==> config.mk <==
export PLATFORM = sky130hd
export DESIGN_NAME = d2s_convert
export DESIGN_NICKNAME = d
export VERILOG_FILES = /design/src/rtl/d2s_pkg.sv /design/src/rtl/d2s_classify.sv /design/src/rtl/d2s_shift_engine.sv /design/src/rtl/d2s_convert.sv
export SDC_FILE = /design/constraint.sdc
export NUM_CORES = 1
export LEC_CHECK = 0
export ABC_AREA = 1
export BUFFER_PORTS_ARGS = -buffer_cell sky130_fd_sc_hd__buf_2
export CORE_ASPECT_RATIO = 1.2
export CORE_MARGIN = 5
export CORE_UTILIZATION = 41
export CTS_CLUSTER_SIZE = 40
export DETAILED_ROUTE_END_ITERATION = 8
export PLACE_DENSITY = 0.69
export SYNTH_ARGS = -nofsm -noshare
export SYNTH_HDL_FRONTEND = slang
export SYNTH_HIERARCHICAL = 1
export SYNTH_SLANG_ARGS = --single-unit
export TNS_END_PERCENT = 100
==> constraint.sdc <==
create_clock -name clk -period 5.97 [get_ports clk]
set_input_delay 0 -clock clk [delete_from_list [all_inputs] [get_ports clk]]
set_output_delay 0 -clock clk [all_outputs]
set_load 0.005 [all_outputs]
==> src/rtl/d2s_pkg.sv <==
// Package: shared constants and types for the double-to-single converter.
// Assumes the standard 64-bit and 32-bit floating-point layouts.
package d2s_pkg;
    localparam int DBL_W     = 64;
    localparam int SGL_W     = 32;
    localparam int EXP_W     = 11;
    localparam int FRAC_W    = 52;
    localparam int SFRAC_W   = 23;
    localparam int DN_LO     = 874;   // lowest biased exponent kept as denormal
    localparam int DN_HI     = 896;   // highest biased exponent kept as denormal
    localparam int MAX_SHIFT = DN_HI - DN_LO + 1;
    localparam int CNT_W     = $clog2(MAX_SHIFT + 1);
    localparam int WORK_W    = FRAC_W + 1;

    typedef enum logic [1:0] {
        PATH_ZERO   = 2'd0,
        PATH_DIRECT = 2'd1,
        PATH_DENORM = 2'd2
    } path_e;
endpackage

==> src/rtl/d2s_classify.sv <==
// Module: picks the conversion path from the magnitude bits of the operand
// and, for the denormal path, the number of one-bit right shifts needed.
// Assumes: purely combinational; shifts_o is meaningful only for PATH_DENORM.
module d2s_classify
    import d2s_pkg::*;
(
    input  logic [DBL_W-2:0] mag_i,
    output path_e            path_o,
    output logic [CNT_W-1:0] shifts_o
);
    logic [EXP_W-1:0] exp_b;
    assign exp_b = mag_i[DBL_W-2 -: EXP_W];

    // Purpose: range-compare the biased exponent and derive the shift count.
    always_comb begin
        shifts_o = CNT_W'(EXP_W'(DN_HI + 1) - exp_b);
        if (exp_b > EXP_W'(DN_HI) || mag_i == '0)
            path_o = PATH_DIRECT;
        else if (exp_b >= EXP_W'(DN_LO))
            path_o = PATH_DENORM;
        else
            path_o = PATH_ZERO;
    end

    // Purpose: a denormal request always carries a shift count in 1..MAX_SHIFT.
    always_comb begin
        if (path_o == PATH_DENORM) begin
            assert_shift_range_R6: assert (shifts_o >= CNT_W'(1) && shifts_o <= CNT_W'(MAX_SHIFT));
        end
    end
endmodule

==> src/rtl/d2s_shift_engine.sv <==
// Module: iterative denormalizer. On load it forms {1, fraction} and a shift
// count; then it shifts right by one bit per clock until the count is spent.
// Assumes: load_i is raised only while idle; frac_o is read when last_o is high
// and then equals the fraction field after the final shift.
module d2s_shift_engine
    import d2s_pkg::*;
(
    input  logic               clk,
    input  logic               rst_n,
    input  logic               load_i,
    input  logic [FRAC_W-1:0]  frac_i,
    input  logic [CNT_W-1:0]   shifts_i,
    output logic               busy_o,
    output logic               last_o,
    output logic [SFRAC_W-1:0] frac_o
);
    logic [WORK_W-1:0] work_q;
    logic [CNT_W-1:0]  left_q;

    // Purpose: load the working fraction, then shift once per cycle while busy.
    always_ff @(posedge clk) begin
        if (!rst_n) begin
            work_q <= '0;
            left_q <= '0;
        end else if (load_i) begin
            work_q <= {1'b1, frac_i};
            left_q <= shifts_i;
        end else if (left_q != '0) begin
            work_q <= work_q >> 1;
            left_q <= left_q - CNT_W'(1);
        end
    end

    assign busy_o = (left_q != '0);
    assign last_o = (left_q == CNT_W'(1));
    // Field after the pending final shift sits one place higher in work_q.
    assign frac_o = work_q[WORK_W-1 -: SFRAC_W];

    assert_shift_bound_R6: assert property (@(posedge clk) disable iff (!rst_n)
        busy_o |-> left_q <= CNT_W'(MAX_SHIFT));

    assert_load_idle_R9: assert property (@(posedge clk) disable iff (!rst_n)
        load_i |-> !busy_o);

    assert_lead_one_R5: assert property (@(posedge clk) disable iff (!rst_n)
        load_i |=> work_q[WORK_W-1]);
endmodule

==> src/rtl/d2s_convert.sv <==
// Module: top of the double-to-single word converter. Direct and zero results
// are registered one edge after start; denormal results follow after the
// shift engine has finished. Truncates, never rounds.
// Assumes: start_i is ignored while a denormal conversion is in flight.
module d2s_convert
    import d2s_pkg::*;
(
    input  logic             clk,
    input  logic             rst_n,
    input  logic             start_i,
    input  logic [DBL_W-1:0] dbl_i,
    output logic             done_o,
    output logic [SGL_W-1:0] word_o
);
    path_e               path;
    logic [CNT_W-1:0]    shifts;
    logic                busy;
    logic                last;
    logic [SFRAC_W-1:0]  dn_frac;
    logic                accept;
    logic                sign_q;
    logic                done_q;
    logic [SGL_W-1:0]    word_q;
    logic [SGL_W-1:0]    direct_word;

    d2s_classify u_classify (
        .mag_i    (dbl_i[DBL_W-2:0]),
        .path_o   (path),
        .shifts_o (shifts)
    );

    assign accept      = start_i && !busy;
    assign direct_word = {dbl_i[DBL_W-1 -: 2], dbl_i[DBL_W-6 -: SGL_W-2]};

    d2s_shift_engine u_engine (
        .clk      (clk),
        .rst_n    (rst_n),
        .load_i   (accept && path == PATH_DENORM),
        .frac_i   (dbl_i[FRAC_W-1:0]),
        .shifts_i (shifts),
        .busy_o   (busy),
        .last_o   (last),
        .frac_o   (dn_frac)
    );

    // Purpose: register the result word and the one-cycle done pulse.
    always_ff @(posedge clk) begin
        if (!rst_n) begin
            done_q <= 1'b0;
            word_q <= '0;
            sign_q <= 1'b0;
        end else begin
            done_q <= 1'b0;
            if (accept) begin
                unique case (path)
                    PATH_DIRECT: begin
                        done_q <= 1'b1;
                        word_q <= direct_word;
                    end
                    PATH_ZERO: begin
                        done_q <= 1'b1;
                        word_q <= '0;
                    end
                    default: sign_q <= dbl_i[DBL_W-1];
                endcase
            end
            if (last) begin
                done_q <= 1'b1;
                word_q <= {sign_q, {(SGL_W-1-SFRAC_W){1'b0}}, dn_frac};
            end
        end
    end

    assign done_o = done_q;
    assign word_o = word_q;

    assert_direct_word_R3: assert property (@(posedge clk) disable iff (!rst_n)
        (start_i && !busy && dbl_i[62:52] > 11'd896) |=>
        (done_o && word_o == {$past(dbl_i[63:62]), $past(dbl_i[58:29])}));

    assert_zero_word_R7: assert property (@(posedge clk) disable iff (!rst_n)
        (start_i && !busy && dbl_i[62:52] < 11'd874 && dbl_i[62:0] != '0) |=>
        (done_o && word_o == '0));

    assert_hold_word_R8: assert property (@(posedge clk) disable iff (!rst_n)
        !done_o |-> $stable(word_o));

    assert_denorm_exp_R5: assert property (@(posedge clk) disable iff (!rst_n)
        (done_o && $past(last)) |-> word_o[30:23] == 8'd0);
endmodule

# Word level (Yosys, flattened, before mapping)

Cells that the tools add are included.

Input bits: 67
Logic and storage cells: 43
Flip-flop bits (word level): 92
Output and inout port bits: 33

Multiplexer cells: 12
Reductions and logical operators: 16
$add $sub $neg: 2
Bitwise gates (word level): 2
Magnitude comparators: 2
Eq/ne operators: 3

Operator list:

| cell                   | number |
|---|---|
| $mux W53               | 2 |
| $mux W32               | 2 |
| $pmux W32 S2           | 1 |
| $logic_not A63 Y1      | 1 |
| $ge A11 B10 Y1 const B | 1 |
| $gt A11 B10 Y1 const B | 1 |
| $mux W5                | 2 |
| $reduce_and A2 Y1      | 3 |
| $reduce_bool A2 Y1     | 3 |
| $eq A5 B1 Y1 const B   | 1 |
| $reduce_bool A5 Y1     | 1 |
| $sub A1 B5 Y5 const A  | 1 |
| $sub A5 B1 Y5 const B  | 1 |
| $mux W2                | 2 |
| $reduce_or A2 Y1       | 2 |
| $mux W1                | 3 |
| $reduce_bool A3 Y1     | 1 |
| $eq A2 B1 Y1 const B   | 1 |
| $eq A2 B2 Y1 const B   | 1 |
| $logic_and A1 B1 Y1    | 2 |
| $logic_not A2 Y1       | 1 |
| $not A1 Y1             | 2 |
| $logic_not A1 Y1       | 1 |
| $logic_or A1 B1 Y1     | 1 |

# Depth between registers and ports, before layout

Gate-level depths: netlist (run 1).

Depth in word-level cells: 8
Mapped depth: 16
Depth with buffers taken out: 15

# By module

The synthesis (run 1) kept the hierarchy.

Modules (own cells, without submodules):

| module           | area each (µm²) | cells each | instances |
|---|---|---|---|
| d2s_convert      | 1681.6          | 262        | 1 |
| d2s_shift_engine | 1506.4          | 212        | 1 |
| d2s_classify     | 405.4           | 91         | 1 |

# Worst setup path before layout (run 1)

No wires, ideal clock.

Path type: register -> register
Start: register u_engine.left_q[0]
End: register u_engine.work_q[34]
Data arrival time: 2.050 ns
Slack: 3.777 ns
Required time: 5.827 ns
Period minus slack after synthesis: 2.193 ns
Library setup time: 0.143 ns
Cell stages (with the launch flop): 14
Path buffers: 2
Cell sequence: dfxtp_1 inv_1 ha_1 nand3_1 nor2_2 buf_2 nand2_1 nor2_1 inv_2 nand4_4 clkinv_2 buf_6 nand2_2 a21oi_2

Longest elaborated chain between the ends: 5
Elaborated cells on any way between the ends: 6

RTL lines:

| item                                           | RTL line               | source |
|---|---|---|
| start: declaration                             | d2s_shift_engine.sv:18 | `logic [CNT_W-1:0] left_q;` |
| start signal: assignment                       | d2s_shift_engine.sv:27 | `left_q <= shifts_i;` |
| start signal: assignment                       | d2s_shift_engine.sv:30 | `left_q <= left_q - CNT_W'(1);` |
| $reduce_bool A5 Y1 *                           | d2s_shift_engine.sv:34 | `assign busy_o = (left_q != '0);` |
| via busy                                       | d2s_convert.sv:17      | `logic busy;` |
| $logic_not A1 Y1                               | d2s_convert.sv:32      | `assign accept = start_i && !busy;` |
| $logic_and A1 B1 Y1                            | d2s_convert.sv:32      |  |
| $logic_and A1 B1 Y1                            | d2s_convert.sv:38      | `.load_i (accept && path == PATH_DENORM),` |
| $mux W53 or $reduce_bool A2 Y1 (tied branches) | n/a                    |  |
| end signal: assignment                         | d2s_shift_engine.sv:26 | `work_q <= {1'b1, frac_i};` |
| end signal: assignment                         | d2s_shift_engine.sv:29 | `work_q <= work_q >> 1;` |
| end: declaration                               | d2s_shift_engine.sv:17 | `logic [WORK_W-1:0] work_q;` |

The timed path passes the listed nets; every way through them passes the cells marked *.
A chain may end at the register's enable or synchronous reset.

# Final worst setup path (run 1)

Start: input port dbl_i[53]
End: register u_engine.work_q[31]

Longest elaborated chain between the ends: 6
Elaborated cells on any way between the ends: 10

RTL lines:

| item                                                | RTL line           | source |
|---|---|---|
| start: declaration                                  | d2s_convert.sv:11  | `input logic [DBL_W-1:0] dbl_i,` |
| $gt A11 B10 Y1 or $logic_not A63 Y1 (tied branches) | d2s_classify.sv:17 | `if (exp_b > EXP_W'(DN_HI) \|\| mag_i == '0)` |
| $logic_or A1 B1 Y1 *                                | d2s_classify.sv:17 |  |
| $mux W2 *                                           | d2s_classify.sv:17 |  |
| via path[0]                                         | d2s_convert.sv:15  | `path_e path;` |
| $eq A2 B2 Y1 *                                      | n/a                |  |
| $logic_and A1 B1 Y1 *                               | d2s_convert.sv:38  |  |
| $mux W53 or $reduce_bool A2 Y1 (tied branches)      | n/a                |  |

Marks and branches as above.

==> summary.txt, run 1 <==
Timing
  • Final worst path period share: 0.552
  • Final hold vios: 0
  • Setup TNS: 0 ns
  • Unrepaired setup endpoints after global routing: false
  • Slew headroom: 0.259
  • # setup viols final: 0
  • Worst Tran Pin Value: 1.11 ns
  • Hold Slack: 0.0429 ns
  • FMAX: 0.304 GHz
  • Minimum clock period: 3.29 ns
  • Skew final: 0.00732 ns
  • Final worst setup slack: 2.68 ns
  • Final Slew Violations: 0

Clocking
  • Number of buffers created by CTS: 9
  • Worst-path clk slew: 0.07 ns
  • Clock Latency Late Sink: 0.34 ns
  • CTS tree: built
  • CTS Sinks: 62
  • Longest Clk Path Bufs: 2
  • CTS H-tree lvls: 3
  • Root buffer cell: clkbuf_8
  • # Post-CTS Setup Buffers: 0

Setup path
  • Critical Path Source Type: input port
  • Critical Path AT: 3.47 ns
  • Setup CP Type: input port to flip-flop
  • Kind of end point of the critical path: flip-flop
  • Worst Path Max Fanout: 40
  • Worst endpoint required time: 6.14 ns

Cells and area
  • Area of the multi-input gates: 0.00206 sq mm
  • Cell area after layout: 0.00438 sq mm
  • Diodes inserted: 0
  • Area delta synth->final: 21.9%
  • Fillcell total: 880
  • Nets: 730
  • Reg area: 0.00124 sq mm
  • Layout cells sized above 1: 0.268

Logic synthesis
  • Leading area contributor after synthesis: dfxtp_1
  • #FFs+latches synth: 62
  • Post-synth EDFFs: 0
  • Synth warn: 6
  • Top-area cell type share of the netlist area: 0.345
  • Syn_nets: 636
  • Top cells by area, synth: dfxtp_1, nand2_1, nor2_1, a21oi_2, o21ai_0
  • Cell area after synthesis: 0.00359 sq mm
  • Sequential element share of the synthesized area: 0.345
  • Synth cell count leaders: nand2_1, nor2_1, dfxtp_1
  • Asr flop ratio synth: 0
  • Synth cell types: 33
  • Synthesized area per cell: 6.36 sq um
  • Post-Syn Instances: 565
  • Top-count cell post-synth: nand2_1
  • Ys flop type: dfxtp_1

Detailed routing
  • Post-route ant nets: 0
  • Drt pass-1 iters: 4
  • Drt initial violations: 173
  • DR WL/cell: 11.9 um
  • DRC Markers: 0
  • Wirelength, routed: 9.26 mm
  • Via Count: 3,628
  • Vias per cell: 4.65

Die
  • DIE AREA: 0.0107 sq mm
  • Die X-Extent: 95.5 um
  • IO Count: 100
  • # rows: 37
  • Chip height: 113 um
  • Core area: 0.00856 sq mm
  • Initial Util: 0.420

Placement
  • RePlAce Congestion: 0.805
  • Dpl hpwl: 6.60 mm
  • Post-Place Worst Slack: 2.89 ns
  • PortBufs: 99
  • Placed cell area: 0.00409 sq mm

Pwr
  • Pleak: 1.94 nW
  • Power density over cell area: 393 mW/mm^2
  • Total power: 1.72 mW
  • Peak VDD IR: 0.000179 V

Global routing
  • Largest net degree at the start of global routing: 49
  • First-pass GRT wire length: 15.7 mm
  • Total GRT Usage: 0.180
  • Number of global-route vias before repair: 3,519
  • GRT overflow: 0
  • Initial antenna violation count: 0

Status
  • Status: completed

Min path
  • Worst hold path class: input port to flip-flop

Flow run
  • Max-cap violations: 0
[placed cells by master (no fill, tap or decap), types with 2 or more instances in the layout]
| master | instances |
|---|---|
| clkbuf_8 | 11 |
| nand2_1 | 189 |
| nand4_1 | 8 |
| nor2_2 | 6 |
| buf_2 | 99 |
| o21ai_0 | 32 |
| nand3_2 | 2 |
| inv_2 | 2 |
| a21oi_2 | 19 |
| xor2_1 | 2 |
| nor2_1 | 116 |
| buf_4 | 3 |
| a21oi_1 | 19 |
| dfxtp_1 | 62 |
| inv_1 | 29 |
| ha_1 | 4 |
| nand2_2 | 25 |
| o21ai_1 | 5 |
| clkinv_2 | 4 |
| dlygate4sd3_1 | 9 |
| nand3_1 | 4 |
| nand3b_1 | 2 |
[repair_timing]
| action | CTS | global route |
|---|---|---|
| hold buffers | 9 | 0 |
| gates resized for setup | 0 | 0 |
| hold endpoints to repair | 9 | 0 |
[layout make-up]
type | instances | area share
Clock inverter | 4 | 0.0103
Clock buffer | 12 | 0.0354
Sequential cell | 62 | 0.283
Multi-Input combinational cell | 442 | 0.470
Inverter | 33 | 0.0291
Timing Repair Buffer | 111 | 0.139
Tap cell | 117 | 0.0334
[worst paths after layout]
check / cells past startpoint / endpoint / slack [ns] / from
setup / recovery: 16 / u_engine/work_q[31]$_SDFFE_PN0P_ / 2.68 / dbl_i[53]
hold / removal: 5 / word_o[0]$_SDFFE_PN0P_ / 0.04 / dbl_i[29]
setup reg to reg: 12 / u_engine/work_q[31]$_SDFFE_PN0P_ / 2.88 / u_engine/left_q[0]$_SDFFE_PN0P_
hold reg to reg: 2 / word_o[25]$_SDFFE_PP0P_ / 0.47 / word_o[25]$_SDFFE_PP0P_
[critical path, cell delays in order]
cell and delay [ns]:
dlygate4sd3_1 0.53, buf_2 0.16, inv_1 0.09, ha_1 0.21, nand3_1 0.11, o21ai_2 0.15, nand2_2 0.16, nor2_2 0.21
nand2_1 0.11, nor2_2 0.09, buf_4 0.34, inv_2 0.22, nand4_4 0.33, clkinv_2 0.47, nand2_1 0.18, a21oi_1 0.07
[state kept, by name (all words and copies together) (netlist names)]
signal,count
word_o,32
u_engine/left_q,5
done_o,1
sign_q,1
u_engine/work_q,23
[logic make-up after synthesis]
kind of cell | count (synthesis) | synth area share
compound gates | 77 | 0.129
xor+xnor | 3 | 0.00731
fa+ha+maj | 4 | 0.0139
buf+inv | 61 | 0.0829
flops | 62 | 0.345
simple gates | 358 | 0.422
[stage by stage]
step,util,instances
global route,0.511,781
finish,0.511,781
CTS,0.511,781
global placement,0.478,756
detailed placement,0.478,756
floorplan,-,565
[power breakdown]
group	switching, mW	internal, mW	leakage, nW
clock	0.163	0.214	0.106
combinational	0.497	0.258	1.33
sequential	0.0607	0.527	0.505
total	0.721	0.999	1.94
[per-layer routing]
layer  wire, um  share of wire  global-route usage  up-vias
li1           -              -                   -     1940
met2       4190           0.45               0.290       97
met1       4410           0.48               0.235     1581
met4        161          0.017              0.0731        0
met3        502          0.054              0.0335       10
met5          0              0                   0        -
(Power assumes the default switching activity.)
==> run 2: changes to the inputs <==
--- a/config.mk
+++ b/config.mk
@@ -5,14 +5,14 @@
 export SDC_FILE = /design/constraint.sdc
 export NUM_CORES = 1
 export LEC_CHECK = 0
-export ABC_AREA = 1
+export ABC_AREA = 0
 export BUFFER_PORTS_ARGS = -buffer_cell sky130_fd_sc_hd__buf_2
 export CORE_ASPECT_RATIO = 1.2
 export CORE_MARGIN = 5
 export CORE_UTILIZATION = 41
 export CTS_CLUSTER_SIZE = 40
 export DETAILED_ROUTE_END_ITERATION = 8
-export PLACE_DENSITY = 0.69
+export PLACE_DENSITY = 0.7
 export SYNTH_ARGS = -nofsm -noshare
 export SYNTH_HDL_FRONTEND = slang
 export SYNTH_HIERARCHICAL = 1
==> constraint.sdc (replaced) <==
create_clock -name clk -period 3.2 [get_ports clk]
set_input_delay 0 -clock clk [delete_from_list [all_inputs] [get_ports clk]]
set_output_delay 0 -clock clk [all_outputs]
set_load 0.005 [all_outputs]
==> run 2 against run 1 <==
Area after synthesis down 11%; via count down 9.2%; die area down 9.8%; sequential share of layout area up 0.95 points; count of clock-buffer cells in the layout down 1; critical path depth down 5; clock power up 77%; sequential cell count unchanged; worst setup slack worse by 2.5 ns; largest cell class unchanged; largest power group unchanged.
==> summary.txt, run 2 <==
Timing
  • Unrepaired setup endpoints after global routing: false
  • # setup viols final: 0
  • Slew headroom: 0.508
  • FMAX: 0.331 GHz
  • Minimum clock period: 3.02 ns
  • Skew final: 0.0134 ns
  • Final worst path period share: 0.943
  • Final Slew Violations: 0
  • Setup TNS: 0 ns
  • Worst Tran Pin Value: 0.736 ns
  • Final hold vios: 0
  • Final worst setup slack: 0.183 ns

Die
  • IO Count: 100
  • # rows: 35
  • Core area: 0.00766 sq mm
  • Die X-Extent: 90.7 um
  • Initial Util: 0.418
  • DIE AREA: 0.00969 sq mm
  • Chip height: 107 um

Detailed routing
  • Met2 routed WL: 4.66 mm
  • WL met3: 578 um
  • Post-route ant nets: 0
  • Via Count: 3,294
  • Drt initial violations: 219
  • DRC Markers: 0
  • Metal-1 WL: 4.06 mm
  • Drt pass-1 iters: 5
  • Vias per cell: 5.68
  • Highest Signal Layer: met4
  • Wirelength, routed: 9.59 mm
  • DR WL/cell: 16.5 um

Cells and area
  • Area delta synth->final: 32.2%
  • Nets: 555
  • Layout cells sized above 1: 0.316
  • Most common cell after layout, fill and taps aside: buf_2
  • Max reg flops: 32
  • Diodes inserted: 0
  • Most frequent cells in the layout: buf_2, dfxtp_1, a21oi_1, dlygate4sd3_1, nand4_1
  • Layout Cells excl Fill: 580
  • Cell area after layout: 0.00424 sq mm

Logic synthesis
  • Sequential element share of the synthesized area: 0.387
  • Post-synth EDFFs: 0
  • Synth cell count leaders: dfxtp_1, a21oi_1, nand4_1
  • Cell area after synthesis: 0.00321 sq mm
  • Leading area contributor after synthesis: dfxtp_1
  • Syn_nets: 436
  • Asr flop ratio synth: 0
  • Top-count cell post-synth: dfxtp_1
  • Synth warn: 6
  • #FFs+latches synth: 62
  • Top-area cell type share of the netlist area: 0.387
  • Synthesized area per cell: 8.78 sq um
  • Ys flop type: dfxtp_1
  • Synth cell types: 40
  • Top cells by area, synth: dfxtp_1, a21oi_1, mux2i_1, nand4_1, o21ai_2
  • Post-Syn Instances: 365

Global routing
  • Largest net degree at the start of global routing: 48
  • GRT overflow: 0
  • Initial antenna violation count: 0
  • Total GRT Usage: 0.195
  • First-pass GRT wire length: 15.4 mm
  • Number of global-route vias before repair: 3,117

Min path
  • Worst hold path class: input port to flip-flop
  • Hold path start: start_i

Status
  • Status: completed

Clocking
  • Clock Latency Late Sink: 0.34 ns
  • Number of buffers created by CTS: 9
  • Root buffer cell: clkbuf_8
  • Longest Clk Path Bufs: 2
  • CTS H-tree lvls: 3
  • CTS Sinks: 62
  • Number of hold buffers added after CTS: 32
  • CTS tree: built
  • Worst-path clk slew: 0.06 ns
  • # Post-CTS Setup Buffers: 0
  • Post-CTS sizing: 0

Setup path
  • Critical Path Source Type: input port
  • Kind of end point of the critical path: flip-flop
  • Worst endpoint required time: 3.46 ns
  • Worst Path Max Fanout: 47
  • Launch point of the worst path: dbl_i[52]
  • R2r startpoint: u_engine/left_q[0]$_SDFFE_PN0P_
  • Critical Path AT: 3.28 ns
  • Setup CP Type: input port to flip-flop

Pwr
  • Pleak: 1.79 nW
  • Power density over cell area: 784 mW/mm^2
  • Peak VDD IR: 0.000412 V

Placement
  • Dpl hpwl: 6.45 mm
  • RePlAce Congestion: 0.877
  • Placed cell area: 0.00373 sq mm
  • PortBufs: 99
  • Dpl cells: 533
  • Post-Place Worst Slack: 0.510 ns

Flow run
  • Max-cap violations: 0
==> run 2: worst paths after layout <==
| kind | depth (start not counted) | to | slack, ns |
|---|---|---|---|
| hold reg to reg | 2 | word_o[24]$_SDFFE_PP0P_ | 0.46 |
| setup / recovery | 11 | u_engine/left_q[4]$_SDFFE_PN0P_ | 0.18 |
| hold / removal | 4 | sign_q$_SDFFE_PN0P_ | 0.16 |
| setup reg to reg | 10 | u_engine/work_q[33]$_SDFFE_PN0P_ | 0.66 |
==> run 2: stage by stage <==
stage	hold WS [ns]	total power, mW	utilization
3_3_place_gp	0.281	2.61	0.487
4_1_cts	0.139	3.33	0.553
3_5_place_dp	0.286	2.62	0.487
5_1_grt	0.159	3.54	0.553
2_1_floorplan	0.163	2.24	-
6_report	0.157	3.32	0.553
==> run 2: cells by family (layout without fill, tap and decap cells) <==
family          Yosys count  count (layout)  synth area share
compound gates          132             132             0.258
xor+xnor                  4               4            0.0109
fa+ha+maj                 4               4            0.0156
mux                      23              23            0.0718
buf+inv                  44             167            0.0687
flops                    62              62             0.387
simple gates             96              96             0.188
==> run 2: power by group <==
group	switching (mW)	internal (mW)
Sequential	0.107	0.946
Clock	0.295	0.374
Combinational	0.905	0.693
Total	1.31	2.01
==> run 2: final cells by class <==
class | instances | area [sq um]
fill | 698 | 3430
multi-input combinational | 259 | 1760
timing repair buffer | 142 | 898
sequential | 62 | 1240
clock inverter | 4 | 47.5
tap | 92 | 115
inverter | 10 | 37.5
clock buffer | 11 | 141
==> run 2: routing by layer <==
metal	track usage	vias up
met1	0.234	1535
met5	0	-
met2	0.325	117
met3	0.0463	20
li1	-	1622
met4	0.0926	0
==> run 2: critical path, cell delays in order <==
cell and delay [ns]:
dlygate4sd3_1 0.53, buf_2 0.15, nor4_2 0.53, nand4_1 0.24, or4_1 0.46, nand2_1 0.29, nor2_1 0.23, inv_1 0.09
buf_4 0.38, o311ai_0 0.22, a21oi_1 0.16
